--- config.mk ---
export PLATFORM = sky130hd
export DESIGN_NAME = vid_slew_stepper
export DESIGN_NICKNAME = d
export VERILOG_FILES = /design/src/rtl/vid_step_pkg.sv /design/src/rtl/vid_skew_filter.sv /design/src/rtl/vid_step_timer.sv /design/src/rtl/vid_code_walker.sv /design/src/rtl/vid_slew_stepper.sv
export SDC_FILE = /design/constraint.sdc
export NUM_CORES = 1
export LEC_CHECK = 0
export ABC_AREA = 1
export BUFFER_PORTS_ARGS = -buffer_cell sky130_fd_sc_hd__clkbuf_2
export CAP_MARGIN = 40
export CELL_PAD_IN_SITES_DETAIL_PLACEMENT = 1
export CELL_PAD_IN_SITES_GLOBAL_PLACEMENT = 1
export CORE_AREA = 2 2 76 78
export CTS_BUF_LIST = sky130_fd_sc_hd__clkbuf_8
export DETAILED_ROUTE_END_ITERATION = 10
export DIE_AREA = 0 0 78 80
export PLACE_DENSITY = 0.95
export RECOVER_POWER = 50
export SLEW_MARGIN = 20
export SYNTH_ARGS = -nofsm -noshare
export SYNTH_HDL_FRONTEND = slang
export SYNTH_SLANG_ARGS = --single-unit
--- constraint.sdc ---
create_clock -name clk_i -period 9 [get_ports clk_i]
set_clock_uncertainty 0.2 [all_clocks]
set_input_delay 0 -clock clk_i [delete_from_list [all_inputs] [get_ports clk_i]]
set_output_delay 0 -clock clk_i [all_outputs]
set_load 0.01 [all_outputs]
--- src/rtl/vid_step_pkg.sv ---
package vid_step_pkg;

  localparam int unsigned MAX_CODE_W = 16;

  typedef enum logic [1:0] {
    DIR_HOLD = 2'b00,
    DIR_UP   = 2'b01,
    DIR_DOWN = 2'b10
  } step_dir_e;

  // Unsigned comparison picks which way the applied code must move.
  function automatic step_dir_e pick_dir(input logic [MAX_CODE_W-1:0] cur,
                                         input logic [MAX_CODE_W-1:0] goal);
    step_dir_e d;
    if (goal > cur)      d = DIR_UP;
    else if (goal < cur) d = DIR_DOWN;
    else                 d = DIR_HOLD;
    return d;
  endfunction

endpackage

--- src/rtl/vid_skew_filter.sv ---
module vid_skew_filter #(
  parameter int unsigned VID_W    = 8,
  parameter int unsigned SKEW_CYC = 100
) (
  input  logic             clk_i,
  input  logic             rst_ni,
  input  logic [VID_W-1:0] vid_i,
  output logic             acc_o,
  output logic [VID_W-1:0] acc_code_o
);

  localparam int unsigned CW = $clog2(SKEW_CYC + 1);
  localparam logic [CW-1:0] CNT_LAST = CW'(SKEW_CYC - 1);
  localparam logic [CW-1:0] CNT_DONE = CW'(SKEW_CYC);

  logic [VID_W-1:0] smp_q, smp_n;
  logic [CW-1:0]    cnt_q, cnt_n;
  logic             same;
  logic             cnt_en;

  assign same = (vid_i == smp_q);

  always_comb begin
    smp_n  = smp_q;
    cnt_n  = cnt_q;
    cnt_en = 1'b0;
    if (!same) begin
      smp_n  = vid_i;
      cnt_n  = '0;
      cnt_en = 1'b1;
    end else if (cnt_q != CNT_DONE) begin
      cnt_n  = cnt_q + 1'b1;
      cnt_en = 1'b1;
    end
  end

  always_ff @(posedge clk_i or negedge rst_ni) begin
    if (!rst_ni) begin
      smp_q <= '0;
      cnt_q <= '0;
    end else if (cnt_en) begin
      smp_q <= smp_n;
      cnt_q <= cnt_n;
    end
  end

  assign acc_o      = same && (cnt_q == CNT_LAST);
  assign acc_code_o = smp_q;

endmodule

--- src/rtl/vid_step_timer.sv ---
module vid_step_timer #(
  parameter int unsigned STEP_CYC = 500
) (
  input  logic clk_i,
  input  logic rst_ni,
  input  logic run_i,
  output logic tick_o
);

  localparam int unsigned TW = (STEP_CYC > 1) ? $clog2(STEP_CYC) : 1;
  localparam logic [TW-1:0] TMR_LAST = TW'(STEP_CYC - 1);

  logic [TW-1:0] tmr_q, tmr_n;
  logic          wrap;

  assign wrap = (tmr_q == TMR_LAST);

  always_comb begin
    if (!run_i)    tmr_n = '0;
    else if (wrap) tmr_n = '0;
    else           tmr_n = tmr_q + 1'b1;
  end

  always_ff @(posedge clk_i or negedge rst_ni) begin
    if (!rst_ni) tmr_q <= '0;
    else         tmr_q <= tmr_n;
  end

  assign tick_o = run_i && wrap;

endmodule

--- src/rtl/vid_code_walker.sv ---
module vid_code_walker
  import vid_step_pkg::*;
#(
  parameter int unsigned VID_W = 8
) (
  input  logic             clk_i,
  input  logic             rst_ni,
  input  logic             acc_i,
  input  logic [VID_W-1:0] acc_code_i,
  input  logic             tick_i,
  output logic [VID_W-1:0] app_o,
  output logic [VID_W-1:0] tgt_o,
  output logic             busy_o,
  output logic             seeded_o
);

  logic [VID_W-1:0] app_q, app_n;
  logic [VID_W-1:0] tgt_q, tgt_n;
  logic             busy_q, busy_n;
  logic             seeded_q, seeded_n;
  logic             upd_en;
  step_dir_e        dir;

  always_comb begin
    tgt_n    = acc_i ? acc_code_i : tgt_q;
    app_n    = app_q;
    seeded_n = seeded_q;
    dir      = pick_dir(MAX_CODE_W'(app_q), MAX_CODE_W'(tgt_n));
    if (acc_i && !seeded_q) begin
      app_n    = acc_code_i;
      seeded_n = 1'b1;
    end else if (tick_i) begin
      case (dir)
        DIR_UP:   app_n = app_q + 1'b1;
        DIR_DOWN: app_n = app_q - 1'b1;
        default:  app_n = app_q;
      endcase
    end
    busy_n = seeded_q && (app_q != tgt_q);
    upd_en = acc_i || tick_i;
  end

  always_ff @(posedge clk_i or negedge rst_ni) begin
    if (!rst_ni) begin
      app_q    <= '0;
      tgt_q    <= '0;
      seeded_q <= 1'b0;
    end else if (upd_en) begin
      app_q    <= app_n;
      tgt_q    <= tgt_n;
      seeded_q <= seeded_n;
    end
  end

  always_ff @(posedge clk_i or negedge rst_ni) begin
    if (!rst_ni) busy_q <= 1'b0;
    else         busy_q <= busy_n;
  end

  assign app_o    = app_q;
  assign tgt_o    = tgt_q;
  assign busy_o   = busy_q;
  assign seeded_o = seeded_q;

endmodule

--- src/rtl/vid_slew_stepper.sv ---
module vid_slew_stepper #(
  parameter int unsigned VID_W    = 8,
  parameter int unsigned SKEW_CYC = 100,
  parameter int unsigned STEP_CYC = 500
) (
  input  logic             clk_i,
  input  logic             rst_ni,
  input  logic [VID_W-1:0] vid_i,
  output logic [VID_W-1:0] dac_code_o,
  output logic             slew_busy_o
);

  logic             acc;
  logic [VID_W-1:0] acc_code;
  logic             tick;
  logic [VID_W-1:0] tgt_code;
  logic             seeded;
  logic             busy;

  vid_skew_filter #(
    .VID_W   (VID_W),
    .SKEW_CYC(SKEW_CYC)
  ) u_filter (
    .clk_i     (clk_i),
    .rst_ni    (rst_ni),
    .vid_i     (vid_i),
    .acc_o     (acc),
    .acc_code_o(acc_code)
  );

  vid_step_timer #(
    .STEP_CYC(STEP_CYC)
  ) u_timer (
    .clk_i (clk_i),
    .rst_ni(rst_ni),
    .run_i (busy),
    .tick_o(tick)
  );

  vid_code_walker #(
    .VID_W(VID_W)
  ) u_walker (
    .clk_i     (clk_i),
    .rst_ni    (rst_ni),
    .acc_i     (acc),
    .acc_code_i(acc_code),
    .tick_i    (tick),
    .app_o     (dac_code_o),
    .tgt_o     (tgt_code),
    .busy_o    (busy),
    .seeded_o  (seeded)
  );

  assign slew_busy_o = busy;

endmodule

==> summary.txt <==
Setup Buffers After CTS: 0
largest net degree at the start of global routing: 25
Die Height: 80 um
clk sinks: 42
Final setup viols: 0
WL/cell: 15.4 um
Max Fclk: 0.240 GHz
Post-synth EDFFs: 0
Hold WS: 0.194 ns
GRT Util Overall: 24.1%
status: finished, final reports clean
routed vias: 2,387
Slew HR: 19.8%
Final Cycle Share: 46.2%
most frequent cells in the layout: nand2_1, inv_1, dfrtp_1
synthesized net count: 379
fin worst setup slack: 4.84 ns
initial antenna violation count: 0
CTS tree: yes
cell row count: 27
Yosys Warn Count: 0
Die X: 78 um
critical path endpoint category: flip-flop
Layout fillers: 707
Detailed Place HPWL: 5.11 mm
crit path time final: 4.16 ns
grt ovf: 0
Fin. Hold Viols: 0
Post-DRT Antenna Nets: 0
WP data arrival: 4.15 ns
synth unique cells: 32
First-pass DRT Iterations: 6
CP Launch Type: flip-flop
DIE AREA: 6240 um2
Final Util: 54.5%
Layout area overhead: 10.8%
GP Congestion: 0.822
Mapped Cells: 351
clock slew at reported path FFs: 0.09 ns
synthesized area per cell: 7.57 um2
Clock Path Buffers: 2
initial core utilization: 49.2%
Primary FF master, synth: dfrtp_1
Via density: 5.33
Layout Nets: 403
CTS Root Cell: clkbuf_8
commonest non-fill, non-tap cell in the layout: nand2_1
# diodes: 0
part of the Yosys area used for sequential elements: 39.5%
synth top area cells: dfrtp_1, nand2_1, ha_1
Async SR Flop Fraction: 100%
largest fanout on the critical path: 24
Final TNS setup: 0 ns
Worst-Margin Slew: 1.20 ns
Max VDD drop: 0.0000826 V
leading area contributor after synthesis: dfrtp_1
vias in the first global route: 2,460
I/O pin cnt: 19
register bit total from synthesis: 42
final WL: 6.91 mm
worst hold path class: in2reg
Leakage Power: 1.62 nW
CTS Buf Count: 5
Netlist Area Pre-Place: 2660 um2
CP required: 8.98 ns
Slew Viols, Final: 0
Starting DRT DRC Count: 113
total of max-cap violations: 0
RSZ-0062 raised after global routing: false
area share of the largest cell type after synthesis: 39.5%
fraction of layout cells with a size suffix above 1: 8.24%
later-pin clock latency in the skew report: 0.30 ns
Port Buf Inserts: 18
first-pass GRT wire length: 11.6 mm
kind of critical path: reg2reg
H-tree Lvls: 2
core area: 5410 um2
drt drc: 0
Cell Pwr Density: 114 nW/um2
post-place setup slack: 4.90 ns
synthesized netlist by cell type (2+ instances only):
library cell / number
a211oi_1: 2
a21o_1: 3
a21oi_1: 11
a31oi_1: 3
buf_6: 3
clkbuf_1: 8
dfrtp_1: 42
ha_1: 17
inv_1: 49
inv_2: 7
nand2_1: 98
nand2_2: 3
nand3_1: 21
nand4_1: 7
nor2_1: 25
nor3_1: 8
nor3b_1: 2
o21ai_0: 17
o21ai_1: 3
xnor2_1: 2
xor2_1: 9
layer usage:
layer | vias up | GRT usage, % | wire length (um) | part of all wire (%)
met2 | 27 | 43.6 | 3550 | 51
met5 | - | 0 | 0 | 0
met1 | 1185 | 28.9 | 3060 | 44
met3 | 9 | 3.62 | 153 | 2.2
met4 | 0 | 8.95 | 136 | 2.0
li1 | 1166 | - | - | -
power by group:
part	internal (W)	switching [W]
clock	0.0000547	0.0000717
combinational	0.00000601	0.0000109
sequential	0.000190	0.00000222
total	0.000251	0.0000848
layout make-up:
class	instances	area [um2]	share of cell area [%]
inverters	56	210	7.14
clock inverters	3	18.8	0.637
repair buffers	28	173	5.86
clock buffers	5	68.8	2.34
well taps	72	90.1	3.06
multi-input cells	242	1330	45.3
flip-flops and latches	42	1050	35.7
repair_timing:
action,CTS,global route
hold endpoints to repair,50,0
hold buffers,9,0
gates resized for setup,0,0
kinds of logic after synthesis:
family | Yosys count | share of synthesized area (%)
AOI/OAI and AO/OA | 42 | 8.80
xor gates and xnor gates | 11 | 3.63
adders and majority gates | 18 | 8.76
buffers and inverters | 67 | 10.3
DFF | 42 | 39.5
and+or+nand+nor | 171 | 29.0
state kept, by name (all words and copies together) (netlist names):
signal / flops
u_filter.acc_code_o: 8
u_filter.cnt_q: 7
u_timer.tmr_q: 9
u_walker.app_o: 8
u_walker.busy_o: 1
u_walker.seeded_o: 1
u_walker.tgt_o: 8
worst max-delay path, stage by stage, from the launching register on:
cell and delay (ns):
dfrtp_1 0.42, ha_1 0.17, inv_1 0.09, nor4_4 0.43, nand2_2 0.35, nand2_1 0.17, o21ai_0 0.11, ha_1 0.32
nand2_1 0.06, inv_1 0.09, nand2_1 0.07, nand2_1 0.08, nand2_1 0.07, nand2_1 0.12, inv_1 0.13, ha_1 0.38
a21o_1 0.22, nand2_1 0.07, nand3_1 0.11, xor2_1 0.18, nand3_1 0.10, nand3_1 0.07
stage by stage:
stage	area, um2	cells	total power (W)
final	2940	448	0.000336
after global routing	2940	448	0.000348
after CTS	2980	448	0.000341
after detailed placement	2800	431	0.000212
after global placement	2770	430	0.000210
after floorplan	2660	351	0.000203
final timing paths:
check	startpoint	to	slack, ns	depth (start not counted)
setup / recovery	u_filter.cnt_q[1]	u_walker.app_o[6]	4.84	21
hold / removal	vid_i[6]	u_filter.acc_code_o[6]	0.19	2
setup reg to reg	u_filter.cnt_q[1]	u_walker.app_o[6]	4.84	21
hold reg to reg	u_timer.tmr_q[0]	u_timer.tmr_q[0]	0.27	1
max in group asynchronous	rst_ni	u_walker.app_o[1]	6.71	3
min in group asynchronous	rst_ni	u_filter.cnt_q[0]	0.23	2
Power figures use the tool's default switching activity.
